===== src/rtl/guard_pkg.sv =====
package guard_pkg;
    localparam int unsigned DEF_JAB_BITS   = 65536;
    localparam int unsigned DEF_CLEAN_BITS = 512;
    localparam int unsigned DEF_COL_LIMIT  = 64;
    localparam int unsigned DEF_NIB_BITS   = 4;
endpackage


===== src/rtl/bit_advance.sv =====
module bit_advance #(
    parameter int unsigned NIB_BITS = 4,
    parameter int unsigned ADV_W    = 3
) (
    input  logic             speed_fast,
    input  logic             bit_tick,
    output logic [ADV_W-1:0] adv
);
    always_comb begin
        if (speed_fast)
            adv = ADV_W'(NIB_BITS);
        else if (bit_tick)
            adv = ADV_W'(1);
        else
            adv = '0;
    end
endmodule


===== src/rtl/jabber_timer.sv =====
module jabber_timer #(
    parameter int unsigned LIMIT = 65536,
    parameter int unsigned STEP  = 4,
    parameter int unsigned ADV_W = 3
) (
    input  logic             clk,
    input  logic             rst_n,
    input  logic             crs,
    input  logic [ADV_W-1:0] adv,
    output logic             jabber
);
    localparam int unsigned CAP = LIMIT + STEP;
    localparam int unsigned CW  = $clog2(CAP + 1);

    typedef struct packed {
        logic [CW-1:0] cnt;
        logic          jab;
    } jab_st_t;

    jab_st_t st_q, st_d;
    logic [CW:0] sum;

    always_comb begin
        st_d = st_q;
        sum  = '0;
        if (!crs) begin
            st_d = '0;
        end else begin
            sum = {1'b0, st_q.cnt} + (CW+1)'(adv);
            if (sum > (CW+1)'(CAP))
                sum = (CW+1)'(CAP);
            st_d.cnt = sum[CW-1:0];
            st_d.jab = st_q.jab | (sum > (CW+1)'(LIMIT));
        end
    end

    always_ff @(posedge clk or negedge rst_n) begin
        if (!rst_n)
            st_q <= '0;
        else
            st_q <= st_d;
    end

    assign jabber = st_q.jab;
endmodule


===== src/rtl/collision_tracker.sv =====
module collision_tracker #(
    parameter int unsigned CLEAN     = 512,
    parameter int unsigned STEP      = 4,
    parameter int unsigned COL_LIMIT = 64,
    parameter int unsigned ADV_W     = 3
) (
    input  logic             clk,
    input  logic             rst_n,
    input  logic             crs,
    input  logic             tx_act,
    input  logic             col,
    input  logic             force_part,
    input  logic [ADV_W-1:0] adv,
    output logic             partition
);
    localparam int unsigned LCAP = CLEAN + STEP;
    localparam int unsigned LW   = $clog2(LCAP + 1);
    localparam int unsigned NW   = $clog2(COL_LIMIT + 1);

    typedef struct packed {
        logic [LW-1:0] len;
        logic          seen;
        logic [NW-1:0] cnt;
        logic          part;
    } col_st_t;

    col_st_t st_q, st_d;
    logic [LW:0] lsum;
    logic        act;

    always_comb begin
        st_d = st_q;
        act  = crs | tx_act;
        lsum = {1'b0, st_q.len} + (LW+1)'(adv);
        if (lsum > (LW+1)'(LCAP))
            lsum = (LW+1)'(LCAP);
        if (!act) begin
            st_d.len  = '0;
            st_d.seen = 1'b0;
        end else begin
            st_d.len = lsum[LW-1:0];
            if (col && !st_q.seen) begin
                st_d.seen = 1'b1;
                if (st_q.cnt != NW'(COL_LIMIT))
                    st_d.cnt = st_q.cnt + NW'(1);
                if (st_q.cnt >= NW'(COL_LIMIT - 1))
                    st_d.part = 1'b1;
            end else if (!st_q.seen && !col) begin
                if (lsum >= (LW+1)'(CLEAN))
                    st_d.cnt = '0;
                if (tx_act && (lsum > (LW+1)'(CLEAN)))
                    st_d.part = 1'b0;
            end
        end
        if (force_part)
            st_d.part = 1'b1;
    end

    always_ff @(posedge clk or negedge rst_n) begin
        if (!rst_n)
            st_q <= '0;
        else
            st_q <= st_d;
    end

    assign partition = st_q.part;
endmodule


===== src/rtl/port_isolation_guard.sv =====
module port_isolation_guard
    import guard_pkg::*;
#(
    parameter int unsigned JAB_BITS   = DEF_JAB_BITS,
    parameter int unsigned CLEAN_BITS = DEF_CLEAN_BITS,
    parameter int unsigned COL_LIMIT  = DEF_COL_LIMIT,
    parameter int unsigned NIB_BITS   = DEF_NIB_BITS
) (
    input  logic clk,
    input  logic rst_n,
    input  logic speed_fast,
    input  logic bit_tick,
    input  logic crs,
    input  logic col,
    input  logic tx_act,
    input  logic force_part,
    output logic jabber,
    output logic partition,
    output logic port_off
);
    localparam int unsigned ADV_W = $clog2(NIB_BITS + 1);

    logic [ADV_W-1:0] adv;

    bit_advance #(.NIB_BITS(NIB_BITS), .ADV_W(ADV_W)) u_adv (
        .speed_fast (speed_fast),
        .bit_tick   (bit_tick),
        .adv        (adv)
    );

    jabber_timer #(.LIMIT(JAB_BITS), .STEP(NIB_BITS), .ADV_W(ADV_W)) u_jab (
        .clk    (clk),
        .rst_n  (rst_n),
        .crs    (crs),
        .adv    (adv),
        .jabber (jabber)
    );

    collision_tracker #(
        .CLEAN(CLEAN_BITS), .STEP(NIB_BITS), .COL_LIMIT(COL_LIMIT), .ADV_W(ADV_W)
    ) u_col (
        .clk        (clk),
        .rst_n      (rst_n),
        .crs        (crs),
        .tx_act     (tx_act),
        .col        (col),
        .force_part (force_part),
        .adv        (adv),
        .partition  (partition)
    );

    assign port_off = jabber | partition;
endmodule


===== config.mk =====
export PLATFORM = sky130hd
export DESIGN_NAME = port_isolation_guard
export DESIGN_NICKNAME = d
export VERILOG_FILES = /design/src/rtl/guard_pkg.sv /design/src/rtl/bit_advance.sv /design/src/rtl/jabber_timer.sv /design/src/rtl/collision_tracker.sv /design/src/rtl/port_isolation_guard.sv
export SDC_FILE = /design/constraint.sdc
export NUM_CORES = 1
export LEC_CHECK = 0
export BUFFER_PORTS_ARGS = -buffer_cell sky130_fd_sc_hd__buf_2
export CAP_MARGIN = 20
export CORE_UTILIZATION = 53
export DETAILED_ROUTE_END_ITERATION = 10
export GPL_TIMING_DRIVEN = 0
export PLACE_DENSITY = 0.81
export SLEW_MARGIN = 10
export SYNTH_ARGS = -nofsm -noshare
export SYNTH_HDL_FRONTEND = slang
export SYNTH_SLANG_ARGS = --single-unit

===== constraint.sdc =====
create_clock -name clk -period 7.1 [get_ports clk]
set_clock_uncertainty 0.2 [all_clocks]
set_input_delay 1.065 -clock clk [delete_from_list [all_inputs] [get_ports clk]]
set_output_delay 1.065 -clock clk [all_outputs]
set_load 0.05 [all_outputs]

-- Word-level counts from Yosys, hierarchy flattened
Cells that the tools add are included.
- flip-flop bits (word level): 37
- bits of input ports: 8
- output and inout port bits: 3
- word-level logic and storage cells: 50
- add/sub/neg operators: 3
- $lt $le $gt $ge: 6
- equal/unequal tests: 4
- mux-type cells: 16
- bitwise operators: 3
- reduce and logical (&&, ||, !) cells: 12
- operators by type and width (operator ; number):
    two-way mux 18 bit ; 3
    > comparator 18 x 17 -> 1 bit, second input constant ; 2
    > comparator 11 x 10 -> 1 bit, second input constant ; 2
    two-way mux 11 bit ; 2
    adder 17 x 3 -> 18 bit ; 1
    two-way mux 8 bit ; 2
    two-way mux 7 bit ; 2
    adder 10 x 3 -> 11 bit ; 1
    greater-or-equal comparator 11 x 10 -> 1 bit, second input constant ; 1
    AND reduction 4 bit ; 2
    adder 7 x 1 -> 7 bit, second input constant ; 1
    greater-or-equal comparator 7 x 6 -> 1 bit, second input constant ; 1
    inequality test 7 bit, second input constant ; 1
    two-way mux 1 bit ; 6
    nonzero test 2 bit ; 3
    nonzero test 3 bit ; 2
    inequality test 2 bit, second input constant ; 2
    logical AND 1 bit ; 3
    two-way mux 3 bit ; 1
    inequality test 3 bit, second input constant ; 1
    bitwise OR 1 bit ; 3
    logical NOT 1 bit ; 2

-- Logic depth before layout (Yosys ltp)
- depth in word-level cells: 12
- depth in mapped cells: 10
- depth with buffers taken out: 9

-- By module
Synthesis repeated with hierarchy kept, for this count alone.
- cell total of the unflattened synthesis: 258
- area total of the unflattened synthesis: 2497.4 sq um
- by module, submodules not included (module ; times used ; cells each ; area each (sq um) ; seq. area each (sq um)):
    collision_tracker ; 1 ; 131 ; 1283.7 ; 475.5
    jabber_timer ; 1 ; 122 ; 1174.9 ; 450.4
    bit_advance ; 1 ; 4 ; 32.5 ; 0.0
    port_isolation_guard ; 1 ; 1 ; 6.3 ; 0.0

-- Least setup slack after synthesis
Ideal clock, no wire load.
- kind: input port to flip-flop
- start point: input port bit_tick
- end point: register u_jab.st_q[12] in the netlist's numbering
- library setup time: 0.072 ns
- data arrival time: 3.348 ns
- data required time: 6.828 ns
- setup slack: 3.480 ns
- cell stages on the path: 10
- buffers on the path: 1
- path through: nor2b_1 -> ha_1 -> ha_1 -> a21oi_1 -> or4_4 -> or4_4 -> a21boi_2 -> a41oi_2 -> buf_6 -> nor2_1
- RTL lines (element ; RTL line ; RTL):
    start, declared ; port_isolation_guard.sv:12 ; input logic bit_tick,
    end signal, assigned ; jabber_timer.sv:41 ; st_q <= st_d;
    end, declared ; jabber_timer.sv:20 ; jab_st_t st_q, st_d;

==> metrics.md <==
| Metric | Value |
|---|---|
| Cts bufs inserted | 5 |
| Final HPWL from detailed placement | around 3.4 mm |
| FF/Latch Area | 926 um^2 |
| Area growth, synth to finish | 8.24% |
| WP data arrival | 3.87 ns |
| First-pass GRT wire length | approximately 8.0 mm |
| Yosys reg bits | 37 |
| Power density cells | 254 nW/um^2 |
| TritonCTS clock tree | built |
| Crit path kind | in2reg |
| CP endpoint kind | register |
| Place WS | 2.96 ns |
| Cts hold-fix bufs | 0 |
| Die area | about 4700 um^2 |
| Total GRT Usage | about 23% |
| RSZ-0062 raised after global routing | no |
| Netlist Area Pre-Place | approximately 2400 um^2 |
| Achievable Freq | 260 MHz |
| Unique masters post-synth | 56 |
| Cells on worst reg2reg path | 9 |
| Port bufs | 9 |
| Most frequent cells in the layout | nor2_1, dfrtp_1, xnor2_1, nand2_1 |
| DIE HEIGHT | between 60 and 70 um |
| Routability congestion estimate | between 0.9 and 1 |
| Max Cap Violations | 0 |
| CP Data Required Time | about 7.1 ns |
| Hold-critical path depth | 1 |
| # diodes | 0 |
| Vias/cell | between 5 and 6 |
| Largest net degree at the start of global routing | 38 |
| Die extent in x | 68.9 um |
| DRC Markers | 0 |
| CTS H-tree depth | 2 |
| Ports | 11 |
| Maximum vdd drop | about 0.00012 V |
| Post-synth EDFFs | 0 |
| Worst flop-to-flop path startpoint | u_jab.st_q[1] |
| Crit path time final | just under 4 ns |
| Hold Path Class | reg2reg |
| Setup TNS | 0 ns |
| Postcts setup bufs | 0 |
| Final Slew Violations | 0 |
| Design Power | approximately 0.00065 W |
| Multi-input gate area | roughly 1400 um^2 |
| Crit. Startpoint | speed_fast |
| Slew margin rel. | 45.0% |
| Sequential area share after synthesis | roughly 39% |
| Vias | 1956 |
| Resize count post-CTS | 0 |
| Vias in the first global route | roughly 1800 |
| P_leak | around 1.1 nW |
| Yosys warning count | 0 |
| Worst Max-Slew Pin Slew | between 0.8 and 0.9 ns |
| Remaining Overflow, GRT | 0 |
| Syn Area/Cell | between 9 and 10 um^2 |
| CTS root buffer | clkbuf_8 |
| TritonRoute pass-1 iters | 4 |
| Final wirelength | 4.76 mm |
| Commonest non-fill, non-tap cell in the layout | nor2_1 |
| Clock latency at the later pin of the worst-skew pair | ~0.29 ns |
| Starting Density | between 50% and 60% |
| Setup ws final | approximately 3.3 ns |
| Hold Fails Final Rpt | 0 |
| CTS clk-pin slew, worst paths | roughly 0.080 ns |
| Clk buf depth | 2 |
| Layout fillers | roughly 360 |
| Status | completed |
| Initial antenna violation count | 0 |
| Reg2Reg Setup Slack | 4.00 ns |
| Core area | 4140 um^2 |
| Worst Setup Start Kind | primary input |
| Synth Flop Type | dfrtp_1 |
| R2R Path End | u_jab.st_q[10] |
| Syn Nets | between 200 and 300 |
| Post-Synthesis Cells | roughly 260 |
| Row Count | 23 |
| Setup violations, final | 0 |
| Period utilization | 54.2% |
| Initial DRC Count | around 140 |
| Layout cells sized above 1 | between 10% and 20% |
| HP Start | u_col.st_q[1] |
| Async SR Flop Fraction | 100% |
| Layout Nets | about 300 |
| Worst-path maximum fanout | 10 |
| Hold Crit Endpoint | u_col.st_q[1] |
| Avg WL per Cell | 14.4 um |
| Post-DRT Antenna Nets | 0 |
| Clock sinks | 37 |
## cell type report
class,instances,share of cell area [%]
plain buffers,11,2.20
clock buffers,6,2.83
clock inverters,2,0.586
inverters,9,1.32
multi-input cells,206,52.8
flip-flops and latches,37,36.1
well taps,50,2.44
repair buffers,9,1.76
## report_power, final
part / internal (W) / leakage [nW] / switching [W]
clock: 0.0000692 / 0.0374 / 0.0000802
sequential: 0.000247 / 0.491 / 0.0000332
combinational: 0.0000903 / 0.530 / 0.000130
total: 0.000407 / 1.06 / 0.000244
## worst max-delay path, stage by stage
cell and delay [ns]:
buf_2 0.12, nor2b_1 0.15, ha_1 0.25, ha_1 0.28
a21oi_1 0.18, nor4_1 0.64, nand2_1 0.12, o31ai_1 0.53
a41oi_2 0.24, buf_6 0.19, nor2_1 0.11
## flip-flops by register name (all words and copies together), names as in the netlist
| signal | flops |
|---|---|
| u_col.st_q | 18 |
| u_jab.st_q | 17 |
| u_col.partition | 1 |
| u_jab.jabber | 1 |
## worst max path at each step
stage	to	slack, ns	depth (start not counted)
final	u_jab.st_q[10]	3.25	11
after global routing	u_jab.st_q[12]	3.00	11
after CTS	u_jab.st_q[10]	3.27	11
after detailed placement	u_jab.st_q[10]	2.96	11
after global placement	u_jab.st_q[13]	3.02	11
after floorplan	u_jab.st_q[12]	3.48	10
## per-layer routing
layer,track usage [%],vias to the layer above,wire length [um]
li1,-,973,-
met1,29.0,920,2230
met2,37.0,56,2260
met3,4.11,7,210
met4,9.44,0,58
met5,0,-,0
## cells in the mapped netlist (2+ instances only)
cell | instances | share of area [%]
a21o_1 | 4 | 1.3
nand3_1 | 12 | 2.5
nor2_1 | 39 | 6.2
nand2_1 | 16 | 2.5
nand2b_1 | 3 | 0.79
nor2b_1 | 2 | 0.53
nor4_1 | 5 | 1.3
nor4b_1 | 3 | 1.1
buf_2 | 3 | 0.63
or3_1 | 4 | 1.1
inv_1 | 9 | 1.4
mux2i_1 | 2 | 0.85
ha_1 | 8 | 4.2
and3_1 | 2 | 0.53
o21a_1 | 3 | 0.95
a32oi_1 | 2 | 0.74
o21ai_0 | 11 | 2.3
dfrtp_1 | 37 | 39
nand4_1 | 5 | 1.3
clkbuf_1 | 5 | 0.79
o31ai_1 | 2 | 0.63
a21boi_0 | 2 | 0.63
or4_4 | 2 | 0.95
nor3_1 | 12 | 2.5
xnor2_1 | 16 | 5.9
o211ai_1 | 2 | 0.63
a21oi_1 | 6 | 1.3
xor2_1 | 10 | 3.7
a31oi_1 | 5 | 1.3
and2_1 | 4 | 1.1
or2_2 | 2 | 0.53
## kinds of logic (layout without fill, tap and decap cells)
kind of cell | Yosys count | count (layout) | synth area share (%)
multiplexers | 3 | 3 | 1.32
buffers and inverters | 20 | 37 | 3.80
XOR/XNOR | 26 | 26 | 9.61
AND/OR/NAND/NOR | 120 | 120 | 26.5
AO/OA/AOI/OAI | 49 | 49 | 15.4
flip-flops | 37 | 37 | 39.1
adder cells (fa/ha/maj) | 8 | 8 | 4.23
## per-stage QoR
stage               util [%]  instances  instance area (um^2)  hold slack [ns]
floorplan                  -        263                  2370            0.306
global placement        59.8        322                  2480            0.333
detailed placement      59.8        322                  2480            0.341
CTS                     61.9        330                  2560            0.351
global route            61.9        330                  2560            0.397
finish                  61.9        330                  2560            0.356
No activity file was read; power rests on OpenSTA's default activity.
